==> config.mk <==
export PLATFORM = sky130hd
export DESIGN_NAME = timebase_counter
export DESIGN_NICKNAME = d
export VERILOG_FILES = /design/src/rtl/tbc_pkg.sv /design/src/rtl/tbc_tick_div.sv /design/src/rtl/tbc_ctrl.sv /design/src/rtl/tbc_datapath.sv /design/src/rtl/timebase_counter.sv
export SDC_FILE = /design/constraint.sdc
export NUM_CORES = 1
export LEC_CHECK = 0
export BUFFER_PORTS_ARGS = -buffer_cell sky130_fd_sc_hd__buf_4
export CORE_ASPECT_RATIO = 1.1
export CORE_MARGIN = 4
export CORE_UTILIZATION = 45
export CTS_CLUSTER_DIAMETER = 120
export CTS_CLUSTER_SIZE = 25
export DETAILED_ROUTE_END_ITERATION = 7
export PLACE_DENSITY = 0.72
export SLEW_MARGIN = 10
export SYNTH_ARGS = -nofsm -noshare
export SYNTH_HDL_FRONTEND = slang
export SYNTH_SLANG_ARGS = --single-unit
==> constraint.sdc <==
create_clock -name clk -period 3 [get_ports clk]
set_clock_uncertainty 0.15 [all_clocks]
set_input_delay 0.9 -clock clk [delete_from_list [all_inputs] [get_ports clk]]
set_output_delay 0.9 -clock clk [all_outputs]
set_load 0.05 [all_outputs]
==> src/rtl/tbc_pkg.sv <==
package tbc_pkg;

  typedef struct packed {
    logic tick;     // divider tick this cycle
    logic loadHi;   // upper half takes write data
    logic loadLo;   // lower half takes write data
    logic stepLo;   // lower half advances
    logic stepHi;   // upper half advances by carry
  } tbcStrobes_t;

endpackage

==> src/rtl/tbc_tick_div.sv <==
module tbc_tick_div #(
  parameter int TICK_DIV = 8
) (
  input  logic clk,
  input  logic rstN,
  output logic tickEn
);

  generate
    if (TICK_DIV <= 1) begin : g_every
      assign tickEn = 1'b1;
    end else begin : g_div
      localparam int CNT_W = $clog2(TICK_DIV);
      localparam logic [CNT_W-1:0] LAST = CNT_W'(TICK_DIV - 1);
      logic [CNT_W-1:0] divCnt;

      assign tickEn = (divCnt == LAST);

      always_ff @(posedge clk or negedge rstN) begin
        if (!rstN)       divCnt <= '0;
        else if (tickEn) divCnt <= '0;
        else             divCnt <= divCnt + 1'b1;
      end
    end
  endgenerate

endmodule

==> src/rtl/tbc_ctrl.sv <==
module tbc_ctrl
  import tbc_pkg::*;
(
  input  logic        tickEn,
  input  logic        wrHiEn,
  input  logic        wrLoEn,
  input  logic        loAtEnd,
  output tbcStrobes_t strb
);

  always_comb begin
    strb.tick   = tickEn;
    strb.loadHi = wrHiEn;
    strb.loadLo = wrLoEn;
    // a write to the lower half replaces its increment, so no carry is born
    strb.stepLo = tickEn & ~wrLoEn;
    // carry into the upper half yields to a write of the upper half
    strb.stepHi = tickEn & ~wrLoEn & loAtEnd & ~wrHiEn;
  end

endmodule

==> src/rtl/tbc_datapath.sv <==
module tbc_datapath
  import tbc_pkg::*;
#(
  parameter int HALF_W     = 32,
  parameter int NS_PER_SEC = 1000000000
) (
  input  logic              clk,
  input  logic              rstN,
  input  logic              rtcMode,
  input  tbcStrobes_t       strb,
  input  logic [HALF_W-1:0] wrHiData,
  input  logic [HALF_W-1:0] wrLoData,
  output logic [HALF_W-1:0] hiQ,
  output logic [HALF_W-1:0] loQ,
  output logic              loAtEnd
);

  localparam logic [HALF_W-1:0] NS_TOP = HALF_W'(NS_PER_SEC - 1);

  // out-of-range nanosecond values also wrap, keeping the field recoverable
  assign loAtEnd = rtcMode ? (loQ >= NS_TOP) : (&loQ);

  always_ff @(posedge clk or negedge rstN) begin
    if (!rstN) begin
      loQ <= '0;
    end else if (strb.loadLo) begin
      loQ <= wrLoData;
    end else if (strb.stepLo) begin
      loQ <= loAtEnd ? '0 : loQ + 1'b1;
    end
  end

  always_ff @(posedge clk or negedge rstN) begin
    if (!rstN) begin
      hiQ <= '0;
    end else if (strb.loadHi) begin
      hiQ <= wrHiData;
    end else if (strb.stepHi) begin
      hiQ <= hiQ + 1'b1;
    end
  end

endmodule

==> src/rtl/timebase_counter.sv <==
module timebase_counter
  import tbc_pkg::*;
#(
  parameter int HALF_W     = 32,
  parameter int TICK_DIV   = 8,
  parameter int NS_PER_SEC = 1000000000
) (
  input  logic              clk,
  input  logic              rstN,
  input  logic              rtcMode,
  input  logic              wrHiEn,
  input  logic [HALF_W-1:0] wrHiData,
  input  logic              wrLoEn,
  input  logic [HALF_W-1:0] wrLoData,
  output logic [HALF_W-1:0] hiOut,
  output logic [HALF_W-1:0] loOut
);

  logic        tickEn;
  logic        loAtEnd;
  tbcStrobes_t strb;

  tbc_tick_div #(.TICK_DIV(TICK_DIV)) tick_i (
    .clk    (clk),
    .rstN   (rstN),
    .tickEn (tickEn)
  );

  tbc_ctrl ctrl_i (
    .tickEn  (tickEn),
    .wrHiEn  (wrHiEn),
    .wrLoEn  (wrLoEn),
    .loAtEnd (loAtEnd),
    .strb    (strb)
  );

  tbc_datapath #(.HALF_W(HALF_W), .NS_PER_SEC(NS_PER_SEC)) dp_i (
    .clk      (clk),
    .rstN     (rstN),
    .rtcMode  (rtcMode),
    .strb     (strb),
    .wrHiData (wrHiData),
    .wrLoData (wrLoData),
    .hiQ      (hiOut),
    .loQ      (loOut),
    .loAtEnd  (loAtEnd)
  );

endmodule

=== After elaboration in Yosys (flattened, before gate mapping) ===
Cells that the tools add are included.
Widths: inputs -> output; s select.

* Add/subtract/negate cells: 3
* $lt $le $gt $ge: 1
* Equality and inequality tests: 1
* Multiplexer cells: 7
* Bitwise logic cells: 5
* Reduce and logical (&&, ||, !) cells: 3

{| class="wikitable"
|+ Operators with widths
! cell !! number
|-
| $mux 32 || 5
|-
| $add 32x1->32 const B || 2
|-
| $ge 32x30->1 const B || 1
|-
| $reduce_and 32->1 || 1
|-
| $reduce_bool 2->1 || 2
|-
| $add 3x1->3 const B || 1
|-
| $and 1x1->1 || 3
|-
| $eq 3x3->1 const B || 1
|-
| $mux 3 || 1
|-
| $not 1->1 || 2
|-
| $mux 1 || 1
|}

* Flip-flop bits (word level): 67
* Input bits: 69
* Output and inout port bits: 64
* Word-level logic and storage cells: 23

=== Depth between registers and ports, before layout ===
* Depth after elaboration: 6
* Mapped depth: 9
* Gate-level depth less buffers: 7

=== By module ===
From an unflattened synthesis, not the netlist that was laid out.

* Cells, all modules: 540
* Area, all modules: 4423.0 um^2

{| class="wikitable"
|+ By module, submodules not included
! module !! instances !! cells an instance !! area an instance (um^2) !! seq. area each (um^2)
|-
| tbc_datapath || 1 || 529 || 4275.4 || 1601.5
|-
| tbc_tick_div || 1 || 6 || 103.8 || 75.1
|-
| tbc_ctrl || 1 || 5 || 43.8 || 0.0
|}

=== Least setup slack after synthesis ===
Ideal clock, no wire load.

* Kind: reg-to-reg
* Start point: register dp_i.loQ[0]
* End point: register dp_i.hiQ[29]
* Setup time: 0.082 ns
* Arrival: 2.797 ns
* Data required time: 2.768 ns
* Path slack: -0.028 ns
* Cell stages (with the launch flop): 9
* Buffers on the path: 1
* Clock period less this slack: 3.028 ns
* Path through: dfrtp_1 ha_1 nand4_2 nor4_4 a31oi_4 a21o_1 buf_2 or4_1 a31oi_1

* Word-level cells in the longest chain between the ends: 5
* Elaborated cells on any way between the ends: 6
* Those cells by class: order compare: 1; mux: 1; bitwise: 2; reduce/logical: 2

{| class="wikitable"
|+ RTL lines
! item !! line !! text
|-
| start: declaration || tbc_datapath.sv:14 || <nowiki>output logic [HALF_W-1:0] loQ,</nowiki>
|-
| start signal: assignment || tbc_datapath.sv:27 || <nowiki>loQ <= wrLoData;</nowiki>
|-
| start signal: assignment || tbc_datapath.sv:29 || <nowiki>loQ <= loAtEnd ? '0 : loQ + 1'b1;</nowiki>
|-
| $ge 32x30->1 or $reduce_and 32->1 (tied branches) || tbc_datapath.sv:21 || <nowiki>assign loAtEnd = rtcMode ? (loQ >= NS_TOP) : (&loQ);</nowiki>
|-
| $mux 1 * || tbc_datapath.sv:21 ||
|-
| $and 1x1->1 * (2 in series) || tbc_ctrl.sv:18 || <nowiki>strb.stepHi = tickEn & ~wrLoEn & loAtEnd & ~wrHiEn;</nowiki>
|-
| $reduce_bool 2->1 (no source line) * || - ||
|-
| end signal: assignment || tbc_datapath.sv:37 || <nowiki>hiQ <= wrHiData;</nowiki>
|-
| end signal: assignment || tbc_datapath.sv:39 || <nowiki>hiQ <= hiQ + 1'b1;</nowiki>
|-
| end: declaration || tbc_datapath.sv:13 || <nowiki>output logic [HALF_W-1:0] hiQ,</nowiki>
|}

Every way passes the cells marked *; elsewhere a longest branch is shown, timed or not.
A chain may end at the register's enable or synchronous reset.

=== Final worst setup path ===
* Start point: register dp_i.loQ[19]
* End point: register dp_i.hiQ[25]

The elaborated chain is that of the path after synthesis.

==> summary.txt <==
Worst setup path
  – R2R cell count: 8
  – Critical path data required time: between 3000 and 4000 ps
  – Crit path launch type: flop
  – Critical Path AT: approximately 2900 ps
  – Kind of end point of the critical path: flop
  – CP max FO: 8
  – Crit Path Class: flop to flop

Route
  – Pre-antenna DRT Iters: 5
  – WL/cell: around 18 µm
  – DRC viols: 0
  – Vias: 5139
  – Routed WL: 15100 µm
  – Detailed router's first-iteration violation count: 290
  – Mean number of vias per cell: 6.07
  – Antenna Nets Post-Route: 0

Die
  – Site Rows: 39
  – Die Area: approximately 0.012 mm²
  – # IOs: 133
  – Core area: slightly above 0.01 mm²
  – DIE WIDTH: 106 µm
  – Initial core utilization: 0.461
  – Die Ht: 116 µm

Synth
  – Post-synth cell types: 61
  – Post-synthesis compound-gate area fraction: 0.245
  – Synthesis-stage register bit count: 67
  – Count of warnings emitted by yosys: 0
  – Gate Count Post-Synth: 565
  – Simple-gate share of the synthesized area: 0.303
  – Post-Synth Adder-Cell Area: 0.0104
  – Sequential share of the synthesized area: 0.350
  – Syn Nets: approximately 640
  – Main combinational cell family by area after synthesis: simple AND/OR/NAND/NOR gates
  – Dominant synthesized flop cell: dfrtp_1
  – Avg Cell Area, Syn: 8.49 µm²
  – XOR/XNOR Fraction of Synth Area: 0.0365
  – Async SR Flop Fraction: 1.00
  – Post-synthesis mux area share: 0.00861
  – Post-synth EDFFs: 0
  – Post-Synthesis Cell Area: 0.00480 mm²

Pwr
  – Worst vdd ir: about 0.31 mV
  – Power density over the cells: 519 mW/mm²
  – Part of the power in registers: 0.341
  – Sw Pwr: 1170 µW
  – Switching Share: 0.352
  – Leak Pwr: 0.00257 µW
  – Internal power: 2160 µW
  – Share of total power in the clock network: 0.369
  – Combinational group share of total power: 0.291

Final layout
  – Fin nets: 771
  – Area occupied by multi-input gates: roughly 0.0029 mm²
  – Commonest non-fill, non-tap cells in the layout: 162 x buf_4, 84 x nand2_1, 65 x dfrtp_1, 40 x nand3_1, 32 x nor2_1
  – Most common cell after layout, fill and taps aside: buf_4
  – Share of cells above drive strength 1: 0.303
  – Layout filler cell count: ~900
  – Area grow syn2layout: 33.8%
  – FF+latch area: 0.00168 mm²
  – # diodes: 0

Global routing
  – Vias in the first global route: between 4000 and 5000
  – Pin count of the biggest net entering global routing: 68
  – First-pass GRT wire length: approximately 25000 µm
  – Initial antenna violation count: 0
  – GRT Util Overall: 0.248
  – Overflow after GRT: 0

Flow run
  – Total of max-cap violations: 0

Place
  – Pre-CTS WS: 139 ps
  – DP HPWL: 10800 µm
  – Buffers on Ports: 132
  – Routability cong.: 0.919

Clock network
  – Clock Sinks: 67
  – Post-CTS setup buffers: 0
  – CTS tree: done
  – Worst-Skew Late Latency: 340 ps
  – Number of H-tree levels: 3
  – Clk slew on worst S/H paths: 60 ps
  – Root Buffer: clkbuf_16
  – Clk buf depth: 2
  – Inserted Clock Buffers: 9

Worst hold path
  – Tightest Hold Check Type: flop to flop
  – Worst hold path depth: 1

STA
  – Worst slew margin: 0.420
  – Tcrit/Tclk final: 0.930
  – Final worst path period need: about 2800 ps
  – RSZ-0062 raised after global routing: false
  – Worst Tran Pin Value: 870 ps
  – Final number of hold-violating endpoints: 0
  – Fin. max-slew vios: 0
  – Final Setup Violations: 0
  – Fin worst setup slack: 209 ps
  – Setup TNS: 0 ps
  – Peak Freq: 0.358 GHz

Status
  – Outcome: complete, no violations
final timing paths:
kind                                        start                      to  slack, ps
max                                  dp_i.loQ[19]            dp_i.hiQ[25]        210
min                        tick_i.g_div.divCnt[0]  tick_i.g_div.divCnt[0]        280
min in group asynchronous                    rstN            dp_i.loQ[17]        530
max reg2reg                          dp_i.loQ[19]            dp_i.hiQ[25]        210
max in group asynchronous                    rstN             dp_i.loQ[0]       1550
min reg2reg                tick_i.g_div.divCnt[0]  tick_i.g_div.divCnt[0]        280
power by group through the flow:
stage / sequential (µW) / combinational (µW) / clock [µW]
after floorplan: 1440 / 293 / 0
after global placement: 1140 / 955 / 0
after detailed placement: 1140 / 969 / 0
after CTS: 1130 / 971 / 1250
after global routing: 1150 / 1030 / 1290
final: 1130 / 969 / 1230
per-stage QoR:
stage / power (µW) / hold slack [ps] / instance area, µm² / instances / utilization
after global routing: 3470 / 300 / 6410 / 846 / 0.617
after CTS: 3350 / 288 / 6410 / 846 / 0.616
after global placement: 2100 / 268 / 6060 / 830 / 0.583
final: 3330 / 280 / 6410 / 846 / 0.617
after floorplan: 1730 / 253 / 4800 / 565 / -
after detailed placement: 2110 / 284 / 6060 / 830 / 0.583
state kept, by name (all words and copies together) (netlist names):
name,count
dp_i.loQ,32
tick_i.g_div.divCnt,3
dp_i.hiQ,32
cells by family (layout without fill, tap and decap cells):
| group | Yosys count | count (layout) |
|---|---|---|
| XOR/XNOR | 20 | 20 |
| flip-flops | 67 | 67 |
| multiplexers | 4 | 4 |
| buffers and inverters | 57 | 195 |
| AO/OA/AOI/OAI | 141 | 141 |
| adder cells (fa/ha/maj) | 4 | 4 |
| AND/OR/NAND/NOR | 272 | 272 |
layout make-up:
class | instances | area share
multi-input cells | 441 | 0.454
flip-flops and latches | 67 | 0.262
repair buffers | 164 | 0.194
clock buffers | 11 | 0.0378
well taps | 143 | 0.0279
clock inverters | 5 | 0.0156
inverters | 15 | 0.00878
critical path, cell delays in order, from the launching register on:
cell	delay, ps
dfrtp_1	480
nand2_1	120
nor4b_1	400
buf_4	200
a41oi_4	170
buf_4	240
a2111oi_4	500
mux2i_1	130
a211o_1	270
synthesized netlist by cell type, types with 6 or more instances:
library cell | n | area share
or3_1 | 7 | 0.0091
nand2_1 | 84 | 0.066
and3_1 | 16 | 0.021
a2111oi_4 | 6 | 0.034
o21ai_1 | 14 | 0.015
nor2_1 | 32 | 0.025
xnor2_1 | 20 | 0.037
a2111oi_2 | 14 | 0.044
o211ai_1 | 19 | 0.030
nand3_1 | 40 | 0.042
a31oi_1 | 10 | 0.013
clkbuf_1 | 33 | 0.026
nor4_1 | 18 | 0.023
dfrtp_1 | 67 | 0.35
and4_1 | 8 | 0.015
o21ai_0 | 30 | 0.031
a21oi_1 | 16 | 0.017
inv_1 | 14 | 0.011
nor3_1 | 9 | 0.0094
nand4_1 | 22 | 0.029
routing by layer:
layer / GRT usage / up-vias / routed length, µm
met2: 0.423 / 214 / 7540
met1: 0.306 / 2497 / 6000
li1: - / 2401 / -
met3: 0.0536 / 27 / 1150
met5: 0 / - / 0
met4: 0.104 / 0 / 378
repair_timing:
| action | in CTS | in global routing |
|---|---|---|
| setup endpoints to repair | 0 | 5 |
| hold endpoints to repair | 0 | 0 |
| gates resized for setup | 0 | 3 |
| hold buffers | 0 | 0 |
Power figures use the tool's default switching activity.
